File: src/rtl/be_lane_pkg.sv
// Shared size encoding for the byte-lane unit.
// Assumes a two-bit size field where the upper bit alone selects a full word.
package be_lane_pkg;

    typedef enum logic [1:0] {
        SZ_BYTE     = 2'b00,
        SZ_HALF     = 2'b01,
        SZ_WORD     = 2'b10,
        SZ_WORD_ALT = 2'b11
    } acc_size_e;

    // True when the size code selects a full-width access.
    function automatic logic size_is_full(input logic [1:0] sz);
        return sz[1];
    endfunction

    // True when the size code selects a halfword access.
    function automatic logic size_is_half(input logic [1:0] sz);
        return (sz == SZ_HALF);
    endfunction

endpackage

File: src/rtl/be_lane_agen.sv
// Effective-address generator and alignment check.
// Adds a sign-extended displacement to the base and splits the result into a
// word address and a lane offset. Assumes LOFF_W >= 2.
module be_lane_agen #(
    parameter int ADDR_W = 32,
    parameter int OFF_W  = 16,
    parameter int LOFF_W = 2
) (
    input  logic [ADDR_W-1:0]        base_i,
    input  logic [OFF_W-1:0]         offset_i,
    input  logic [1:0]               size_i,
    output logic [ADDR_W-LOFF_W-1:0] word_addr_o,
    output logic [LOFF_W-1:0]        lane_off_o,
    output logic                     bad_align_o
);
    import be_lane_pkg::*;

    localparam int EXT_W = ADDR_W - OFF_W;

    logic [ADDR_W-1:0] eff_addr;

    // Form the effective byte address.
    always_comb begin
        eff_addr = base_i + {{EXT_W{offset_i[OFF_W-1]}}, offset_i};
    end

    assign word_addr_o = eff_addr[ADDR_W-1:LOFF_W];
    assign lane_off_o  = eff_addr[LOFF_W-1:0];

    // Flag accesses whose offset does not suit their size.
    always_comb begin
        if (size_is_full(size_i))
            bad_align_o = |eff_addr[LOFF_W-1:0];
        else if (size_is_half(size_i))
            bad_align_o = eff_addr[0];
        else
            bad_align_o = 1'b0;
    end

endmodule

File: src/rtl/be_lane_store.sv
// Store lane steering: copies the narrow operand onto every lane it could
// occupy and raises the write enables of the addressed lanes only.
// Lane k is byte offset k and uses data bits DATA_W-1-8k down to DATA_W-8-8k.
module be_lane_store #(
    parameter int DATA_W = 32,
    parameter int LANES  = 4,
    parameter int LOFF_W = 2
) (
    input  logic              wr_ok_i,
    input  logic [1:0]        size_i,
    input  logic [LOFF_W-1:0] lane_off_i,
    input  logic [DATA_W-1:0] wdata_i,
    output logic [LANES-1:0]  be_o,
    output logic [DATA_W-1:0] wdata_o
);
    import be_lane_pkg::*;

    for (genvar k = 0; k < LANES; k++) begin : g_lane
        localparam int HI  = k / 2;
        localparam int MSB = DATA_W - 1 - 8 * k;

        logic byte_hit;
        logic half_hit;

        // Decode whether this lane is addressed for each narrow size.
        always_comb begin
            byte_hit = (int'(lane_off_i) == k);
            half_hit = (int'(lane_off_i[LOFF_W-1:1]) == HI);
        end

        // Enable this lane for the addressed bytes of a permitted store.
        always_comb begin
            if (size_is_full(size_i))
                be_o[k] = wr_ok_i;
            else if (size_is_half(size_i))
                be_o[k] = wr_ok_i & half_hit;
            else
                be_o[k] = wr_ok_i & byte_hit;
        end

        // Pick the operand byte this lane carries.
        always_comb begin
            if (size_is_full(size_i))
                wdata_o[MSB -: 8] = wdata_i[MSB -: 8];
            else if (size_is_half(size_i))
                wdata_o[MSB -: 8] = (k % 2 == 0) ? wdata_i[15:8] : wdata_i[7:0];
            else
                wdata_o[MSB -: 8] = wdata_i[7:0];
        end
    end

endmodule

File: src/rtl/be_lane_load.sv
// Load extraction: picks the addressed byte or halfword from a returned word
// in big-endian lane order and extends it to full width.
// Assumes the lane offset, size and signedness are already registered.
module be_lane_load #(
    parameter int DATA_W = 32,
    parameter int LANES  = 4,
    parameter int LOFF_W = 2
) (
    input  logic [DATA_W-1:0] rdata_i,
    input  logic [LOFF_W-1:0] lane_off_i,
    input  logic [1:0]        size_i,
    input  logic              sign_i,
    output logic [DATA_W-1:0] data_o
);
    import be_lane_pkg::*;

    logic [7:0]  lane_b [LANES];
    logic [7:0]  pick_b;
    logic [15:0] pick_h;
    logic [LOFF_W-1:0] hi_lane;
    logic [LOFF_W-1:0] lo_lane;

    for (genvar k = 0; k < LANES; k++) begin : g_split
        assign lane_b[k] = rdata_i[DATA_W-1-8*k -: 8];
    end

    // Select the addressed byte and halfword.
    always_comb begin
        hi_lane = {lane_off_i[LOFF_W-1:1], 1'b0};
        lo_lane = {lane_off_i[LOFF_W-1:1], 1'b1};
        pick_b  = lane_b[lane_off_i];
        pick_h  = {lane_b[hi_lane], lane_b[lo_lane]};
    end

    // Extend the selected field to the data width.
    always_comb begin
        if (size_is_full(size_i))
            data_o = rdata_i;
        else if (size_is_half(size_i))
            data_o = {{(DATA_W-16){sign_i & pick_h[15]}}, pick_h};
        else
            data_o = {{(DATA_W-8){sign_i & pick_b[7]}}, pick_b};
    end

endmodule

File: src/rtl/be_lane_unit.sv
// Top of the big-endian byte-lane unit. Stores and the alignment check are
// combinational on the request. Loads register the lane offset, size and
// signedness, then extract from the memory word one cycle later.
// Assumes a memory with one cycle of read latency. Reset is synchronous, active low.
module be_lane_unit #(
    parameter int DATA_W = 32,
    parameter int ADDR_W = 32,
    parameter int OFF_W  = 16
) (
    input  logic                       clk,
    input  logic                       rst_n,
    input  logic                       req_valid,
    input  logic                       req_write,
    input  logic [1:0]                 req_size,
    input  logic                       req_signed,
    input  logic [ADDR_W-1:0]          req_base,
    input  logic [OFF_W-1:0]           req_offset,
    input  logic [DATA_W-1:0]          req_wdata,
    output logic                       mem_en,
    output logic [ADDR_W-$clog2(DATA_W/8)-1:0] mem_addr,
    output logic [DATA_W/8-1:0]        mem_be,
    output logic [DATA_W-1:0]          mem_wdata,
    input  logic [DATA_W-1:0]          mem_rdata,
    output logic                       misalign,
    output logic                       ld_valid,
    output logic [DATA_W-1:0]          ld_data
);
    localparam int LANES   = DATA_W / 8;
    localparam int LOFF_W  = $clog2(LANES);
    localparam int WADDR_W = ADDR_W - LOFF_W;

    logic [WADDR_W-1:0] word_addr;
    logic [LOFF_W-1:0]  lane_off;
    logic               bad_align;
    logic               accept;
    logic               wr_ok;
    logic               rd_ok;

    logic               pend_v;
    logic [LOFF_W-1:0]  pend_off;
    logic [1:0]         pend_size;
    logic               pend_sign;

    be_lane_agen #(
        .ADDR_W (ADDR_W),
        .OFF_W  (OFF_W),
        .LOFF_W (LOFF_W)
    ) u_agen (
        .base_i      (req_base),
        .offset_i    (req_offset),
        .size_i      (req_size),
        .word_addr_o (word_addr),
        .lane_off_o  (lane_off),
        .bad_align_o (bad_align)
    );

    // Qualify the request against the alignment check.
    always_comb begin
        accept   = req_valid & ~bad_align;
        wr_ok    = accept & req_write;
        rd_ok    = accept & ~req_write;
        misalign = req_valid & bad_align;
        mem_en   = accept;
        mem_addr = word_addr;
    end

    be_lane_store #(
        .DATA_W (DATA_W),
        .LANES  (LANES),
        .LOFF_W (LOFF_W)
    ) u_store (
        .wr_ok_i    (wr_ok),
        .size_i     (req_size),
        .lane_off_i (lane_off),
        .wdata_i    (req_wdata),
        .be_o       (mem_be),
        .wdata_o    (mem_wdata)
    );

    // Track that a load result is due next cycle.
    always_ff @(posedge clk) begin
        if (!rst_n)
            pend_v <= 1'b0;
        else
            pend_v <= rd_ok;
    end

    // Hold the extraction controls of the load in flight.
    always_ff @(posedge clk) begin
        if (!rst_n) begin
            pend_off  <= '0;
            pend_size <= '0;
            pend_sign <= 1'b0;
        end else if (rd_ok) begin
            pend_off  <= lane_off;
            pend_size <= req_size;
            pend_sign <= req_signed;
        end
    end

    be_lane_load #(
        .DATA_W (DATA_W),
        .LANES  (LANES),
        .LOFF_W (LOFF_W)
    ) u_load (
        .rdata_i    (mem_rdata),
        .lane_off_i (pend_off),
        .size_i     (pend_size),
        .sign_i     (pend_sign),
        .data_o     (ld_data)
    );

    assign ld_valid = pend_v;

endmodule

File: config.mk
export PLATFORM = sky130hd
export DESIGN_NAME = be_lane_unit
export DESIGN_NICKNAME = d
export VERILOG_FILES = /design/src/rtl/be_lane_pkg.sv /design/src/rtl/be_lane_agen.sv /design/src/rtl/be_lane_store.sv /design/src/rtl/be_lane_load.sv /design/src/rtl/be_lane_unit.sv
export SDC_FILE = /design/constraint.sdc
export NUM_CORES = 1
export LEC_CHECK = 0
export ABC_CLOCK_PERIOD_IN_PS = 10250
export BUFFER_PORTS_ARGS = -buffer_cell sky130_fd_sc_hd__buf_4
export CORE_MARGIN = 2
export CORE_UTILIZATION = 46
export DETAILED_ROUTE_END_ITERATION = 10
export PLACE_DENSITY = 0.95
export SYNTH_ARGS = -nofsm -noshare
export SYNTH_HDL_FRONTEND = slang
export SYNTH_HIERARCHICAL = 1
export SYNTH_SLANG_ARGS = --single-unit
export TNS_END_PERCENT = 1
File: constraint.sdc
create_clock -name clk -period 10.25 [get_ports clk]
set_input_delay 2.05 -clock clk [delete_from_list [all_inputs] [get_ports clk]]
set_output_delay 2.05 -clock clk [all_outputs]
set_load 0.05 [all_outputs]
==> flow_summary_export.csv, run 1 <==
group,metric,value,unit
pwr,pwr-share-seq,0.052,
floorplanning,die_h,86.8,microns
clock_network,cts_buffers,3,
pwr,pwr-share-comb,0.883,
detailed_routing,drtIter0Drc,216,
grt,grt_remaining_overflow,0,
cells_and_area,fin_nets,786,
clock_network,cts_repair_resize_count,0,
critical_path,critical_path.startpoint,"req_base[0]",
synthesis,yosys.area_share.simple,0.230,
placement,dpl.hpwl,9660,microns
critical_path,reg2reg_from,"pend_off[1]$_SDFFE_PN0P_",
detailed_routing,ant_nets,0,
detailed_routing,wl_per_cell,16.4,microns
synthesis,yosysTopAreaCell,"ha_1",
sta,fmax,149,MHz
sta,fin_crit,6730,ps
clock_network,root_buffer,"clkbuf_8",
job,drv_cap,0,
floorplanning,fp.dieW,86.8,microns
synthesis,synth_nets,593,
clock_network,clock_sinks,6,
placement,port_buffers,219,
sta,rsz0062_at_grt,"no",
cells_and_area,drive_gt1_frac,0.422,
grt,grt_max_degree,45,
clock_network,ctsHoldBuffers,0,
sta,worst_pin_slew,644,ps
pwr,switchingPower,318,uW
detailed_routing,wl,11700,microns
synthesis,synth_top_family_by_area,"compound AO/OA/AOI/OAI gates",
synthesis,synth_area_leaders,"ha_1, nand2_1, mux2_2",
cells_and_area,post-route-util,0.707,
sta,final_hold_viol_count,0,
grt,grt_pass1_vias,4072,
floorplanning,fp-row-count,30,
clock_network,cts_tree,"built",
synthesis,synthXorXnorAreaFrac,0.0805,
sta,tns,0,ps
detailed_routing,dr_total_vias,4201,
critical_path,crit_type,"in -> out",
sta,finClkSkew,0,ps
clock_network,cts_setup_buffers,0,
cells_and_area,n_fill_cell,552,
synthesis,synth_warnings,6,
sta,max-slew-margin-rel,0.570,
grt,grt_pass1_wl,18600,microns
synthesis,synth-compound-area-share,0.316,
synthesis,yosys.area_share.adder,0.129,
sta,setup_viol,0,
detailed_routing,viasPerCell,5.89,
grt,grt_use_total,0.295,
pwr,cellPowerDensity,112,nW/um^2
synthesis,synthFlopType,"dfxtp_1",
clock_network,insertion_delay,220,ps
synthesis,avgSynthCellArea,7.14,sq um
clock_network,clk_pin_slew,40,ps
pwr,clkPwrFrac,0.065,
pwr,p_leak,2.34,nW
critical_path,path_max_fanout,4,
synthesis,synth.area.mux_share,0.124,
detailed_routing,firstDrtPassIters,5,
synthesis,mappedNetlistArea,3160,sq um
cells_and_area,n_antenna_cell,0,
synthesis,synth_seq_cells,6,
cells_and_area,synthToLayoutAreaGrowth,50.4,%
grt,antenna_found_initial,0,
run_status,status,"completed",
critical_path,end_kind,"output pin",
detailed_routing,drc,0,
synthesis,synth_top_cell_area_share,0.123,
placement,routabilityCongestion,0.936,
min_path,min_path_type,"reg -> reg",
floorplanning,io_pins,220,
synthesis,yosysUniqueCellTypes,62,
pwr,switching_share,0.601,
critical_path,crit_path_start_kind,"input pin",
pwr,irDropWorstVdd,0.0757,mV
floorplanning,core,6720,sq um
synthesis,yosysSeqAreaShare,0.0380,
min_path,hp-start,"pend_sign$_SDFFE_PN0P_",
floorplanning,start_util,0.470,
sta,fin_crit_sh,0.657,
synthesis,synth_edf_count,0,
synthesis,async_flop_share,0,
floorplanning,dieArea,7540,sq um
critical_path,critPathRequiredTime,8200,ps
clock_network,cts_buffer_depth,2,
clock_network,htreeDepth,1,
critical_path,crit_arrival,4680,ps
synthesis,synth_cells,442,
sta,slew_viol_final,0,
pwr,p_int,212,uW
synthesized netlist by cell type, types with 4 or more instances:
cell type / count
nor2_1: 14
dfxtp_1: 6
buf_2: 6
inv_1: 15
nor2b_1: 4
xnor2_1: 20
o22ai_1: 8
o21a_1: 13
or3b_2: 7
mux2i_1: 14
mux2_2: 18
clkbuf_1: 9
a21o_1: 12
and2_1: 4
nand4_1: 12
nand3_1: 7
o21ai_1: 5
a211oi_1: 10
o21ai_0: 40
a21oi_1: 35
ha_1: 31
nand2b_1: 8
xor2_1: 9
a221oi_1: 7
nand2_1: 65
buf_4: 11
layout by cell type (no fill, tap or decap), types with 4 or more instances in the layout:
| cell | Yosys | layout |
|---|---|---|
| nand2_1 | 65 | 65 |
| mux2i_1 | 14 | 14 |
| xor2_1 | 9 | 9 |
| a221oi_1 | 7 | 7 |
| a21oi_1 | 35 | 35 |
| dfxtp_1 | 6 | 6 |
| nand4_1 | 12 | 12 |
| a21o_1 | 12 | 12 |
| o21ai_1 | 5 | 5 |
| nor2_1 | 14 | 14 |
| nand3_1 | 7 | 7 |
| and2_1 | 4 | 4 |
| ha_1 | 31 | 31 |
| or3b_2 | 7 | 7 |
| mux2_2 | 18 | 18 |
| nor2b_1 | 4 | 4 |
| inv_1 | 15 | 15 |
| a211oi_1 | 10 | 10 |
| o22ai_1 | 8 | 8 |
| o21a_1 | 13 | 13 |
| o21ai_0 | 40 | 40 |
| buf_4 | 11 | 220 |
| xnor2_1 | 20 | 20 |
| nand2b_1 | 8 | 8 |
sequential cells by signal, indices dropped and copies added (netlist names):
name and cells:
pend_off 2, ld_valid 1, pend_size 2, pend_sign 1
worst max-delay path: stages:
cell and delay (ps):
buf_4 110, ha_1 210, fa_1 410, a21o_1 220, a221oi_2 340, a221o_2 270
o21ai_1 90, a21boi_1 250, o21ai_1 150, a21oi_1 210, xnor2_1 150, buf_4 220
final cells by class:
| class | instances | area, sq um | share of cell area |
|---|---|---|---|
| Multi-Input combinational cell | 389 | 2780 | 0.585 |
| Timing Repair Buffer | 220 | 1650 | 0.348 |
| Sequential cell | 6 | 120 | 0.0253 |
| Tap cell | 80 | 100 | 0.0211 |
| Inverter | 15 | 56.3 | 0.0119 |
| Clock buffer | 3 | 41.3 | 0.00870 |
metrics by stage:
| stage | cell area (sq um) | setup slack (ps) | instances | hold WS (ps) | power (mW) |
|---|---|---|---|---|---|
| detailed placement | 4710 | 3550 | 710 | 459 | 0.491 |
| CTS | 4750 | 3550 | 713 | 469 | 0.528 |
| global placement | 4710 | 3640 | 710 | 446 | 0.484 |
| finish | 4750 | 3520 | 713 | 469 | 0.530 |
| floorplan | 3160 | 3660 | 442 | 435 | 0.350 |
| global route | 4750 | 3370 | 713 | 512 | 0.558 |
kinds of logic after synthesis:
family          after synthesis
buf+inv                      47
mux                          34
flops                         6
xor+xnor                     29
simple gates                140
compound gates              154
fa+ha+maj                    32
worst paths after layout:
check / depth (start not counted) / end / slack [ps]
max: 12 / mem_addr[16] / 3520
max reg2reg: 2 / pend_off[1]$_SDFFE_PN0P_ / 9270
min: 2 / pend_sign$_SDFFE_PN0P_ / 470
min reg2reg: 2 / pend_sign$_SDFFE_PN0P_ / 470
per-layer routing:
metal	wire length [microns]	GRT usage
met5	0	0
met4	387	0.112
met3	1000	0.0419
met1	4560	0.352
met2	5770	0.527
power groups by stage:
stage / clock, mW / sequential, mW / combinational, mW
after floorplan: 0 / 0.0263 / 0.323
after global placement: 0 / 0.0275 / 0.456
after detailed placement: 0 / 0.0276 / 0.464
after CTS: 0.0356 / 0.0273 / 0.465
after global routing: 0.0377 / 0.0276 / 0.493
final: 0.0345 / 0.0273 / 0.468
(Power assumes the default switching activity.)
==> run 2: changes to the inputs <==
--- a/config.mk
+++ b/config.mk
@@ -5,12 +5,12 @@
 export SDC_FILE = /design/constraint.sdc
 export NUM_CORES = 1
 export LEC_CHECK = 0
-export ABC_CLOCK_PERIOD_IN_PS = 10250
+export ABC_CLOCK_PERIOD_IN_PS = 7000
 export BUFFER_PORTS_ARGS = -buffer_cell sky130_fd_sc_hd__buf_4
 export CORE_MARGIN = 2
-export CORE_UTILIZATION = 46
+export CORE_UTILIZATION = 43
 export DETAILED_ROUTE_END_ITERATION = 10
-export PLACE_DENSITY = 0.95
+export PLACE_DENSITY = 0.93
 export SYNTH_ARGS = -nofsm -noshare
 export SYNTH_HDL_FRONTEND = slang
 export SYNTH_HIERARCHICAL = 1
==> constraint.sdc (replaced) <==
create_clock -name clk -period 7 [get_ports clk]
set_input_delay 1.4 -clock clk [delete_from_list [all_inputs] [get_ports clk]]
set_output_delay 1.4 -clock clk [all_outputs]
set_load 0.05 [all_outputs]
==> run 2 against run 1 <==
Sequential share of layout area about the same. Total power grew 47%. Utilization shrank 4.3 points. Critical path type unchanged. Critical endpoint unchanged. Highest routed layer unchanged.
==> flow_summary_export.csv, run 2 (same netlist as run 1, synthesis figures left out) <==
group,metric,value,unit
detailed_routing,drc,0,
pwr,p_leak,2.33,nW
min_path,min_path_type,"reg -> reg",
clock_network,ctsHoldBuffers,0,
min_path,hold_end,"pend_sign$_SDFFE_PN0P_",
floorplanning,fp-row-count,31,
detailed_routing,dr_total_vias,4211,
pwr,irDropWorstVdd,0.107,mV
pwr,pwr-share-comb,0.879,
clock_network,cts_setup_buffers,0,
pwr,total_power,779,uW
sta,worst_pin_slew,1260,ps
critical_path,crit_type,"in -> out",
clock_network,cts_buffers,3,
cells_and_area,n_fill_cell,576,
grt,grt_pass1_vias,3861,
clock_network,htreeDepth,1,
min_path,hold_depth,2,
pwr,clkPwrFrac,0.066,
critical_path,reg2reg_from,"pend_size[1]$_SDFFE_PN0P_",
grt,antenna_found_initial,0,
critical_path,ff2ff_path_depth,2,
cells_and_area,drive_gt1_frac,0.421,
cells_and_area,synthToLayoutAreaGrowth,50.9,%
placement,dpl.hpwl,9510,microns
floorplanning,dieArea,8040,sq um
floorplanning,fp.dieW,89.7,microns
clock_network,cts_buffer_depth,2,
grt,grt_max_degree,45,
sta,setup_viol,0,
pwr,switchingPower,469,uW
cells_and_area,mostFrequentLayoutCells,"buf_4, nand2_1, o21ai_0, a21oi_1, ha_1",
critical_path,crit_arrival,4050,ps
run_status,status,"completed",
critical_path,r2r_slack,5490,ps
floorplanning,io_pins,220,
cells_and_area,final_area,4760,sq um
sta,fin_crit_sh,0.779,
sta,final_hold_viol_count,0,
sta,slew_viol_final,0,
pwr,p_int,310,uW
clock_network,clk_pin_slew,40,ps
detailed_routing,wl_per_cell,15.9,microns
sta,tns,0,ps
floorplanning,die_h,89.7,microns
grt,grt_use_total,0.270,
min_path,hp-start,"pend_sign$_SDFFE_PN0P_",
cells_and_area,fin_nets,785,
critical_path,critPathRequiredTime,5600,ps
detailed_routing,firstDrtPassIters,5,
clock_network,clock_sinks,6,
detailed_routing,drtIter0Drc,236,
sta,fmax,183,MHz
floorplanning,start_util,0.440,
sta,fin_crit,5450,ps
placement,port_buffers,219,
detailed_routing,ant_nets,0,
grt,grt_remaining_overflow,0,
grt,grt_pass1_wl,17600,microns
sta,finClkSkew,0,ps
pwr,switching_share,0.602,
critical_path,path_max_fanout,4,
floorplanning,core,7180,sq um
sta,max-slew-margin-rel,0.159,
detailed_routing,viasPerCell,5.76,
clock_network,cts_tree,"built",
placement,placed_cell_area,4720,sq um
clock_network,cts_repair_resize_count,0,
cells_and_area,post-route-util,0.664,
pwr,cellPowerDensity,163,nW/um^2
critical_path,crit_path_start_kind,"input pin",
critical_path,r2r-end,"pend_size[1]$_SDFFE_PN0P_",
cells_and_area,n_antenna_cell,0,
clock_network,root_buffer,"clkbuf_8",
cells_and_area,top_regs,"pend_off: 2 flops, pend_size: 2 flops",
pwr,pwr-share-seq,0.055,
clock_network,insertion_delay,220,ps
detailed_routing,wl,11600,microns
sta,rsz0062_at_grt,"no",
job,drv_cap,0,
placement,routabilityCongestion,0.982,
cells_and_area,final_common_cell,"buf_4",
critical_path,end_kind,"output pin",
[run 2: cell count changes in the layout (fill, tap and decap cells not counted)]
cell and delta:
buf_4 -1
[run 2: final cells by class]
cell class	instances	area (sq um)	area share
inverters	15	56.3	0.0118
well taps	99	124	0.0260
multi-input cells	389	2780	0.583
flip-flops and latches	6	120	0.0252
clock buffers	3	41.3	0.00867
repair buffers	219	1640	0.345
[run 2: metal layers]
layer / up-vias / global-route usage / part of all wire
met4: 0 / 0.0991 / 0.029
met1: 1938 / 0.311 / 0.39
met5: - / 0 / 0
met2: 228 / 0.507 / 0.50
li1: 2008 / - / -
met3: 37 / 0.0329 / 0.075
[run 2: power by group through the flow]
stage	Clock [mW]	Sequential, mW	Combinational (mW)
4_1_cts	0.0538	0.0424	0.681
2_1_floorplan	0	0.0386	0.473
3_3_place_gp	0	0.0426	0.667
5_1_grt	0.0550	0.0433	0.720
3_5_place_dp	0	0.0429	0.678
6_report	0.0517	0.0427	0.684
[run 2: worst max-delay path, stage by stage]
cell and delay [ps]:
buf_4 110, ha_1 220, fa_1 420, a21o_1 230
a221oi_2 380, a221o_2 270, o21ai_1 80, a21boi_1 250
o21ai_1 150, a21oi_1 200, xnor2_1 130, buf_4 210
[run 2: worst max-delay path by stage]
stage,to,start
after floorplan,mem_addr[26],req_base[4]
after global placement,mem_addr[28],req_base[0]
after detailed placement,mem_addr[28],req_base[0]
after CTS,mem_addr[28],req_base[0]
after global routing,mem_addr[14],req_base[0]
final,mem_addr[16],req_base[0]
[run 2: stage by stage]
step           setup WS [ps]  hold WS (ps)  instances
2_1_floorplan           1710           435        442
3_3_place_gp            1690           444        728
3_5_place_dp            1600           449        728
4_1_cts                 1590           459        731
5_1_grt                 1430           498        731
6_report                1550           457        731
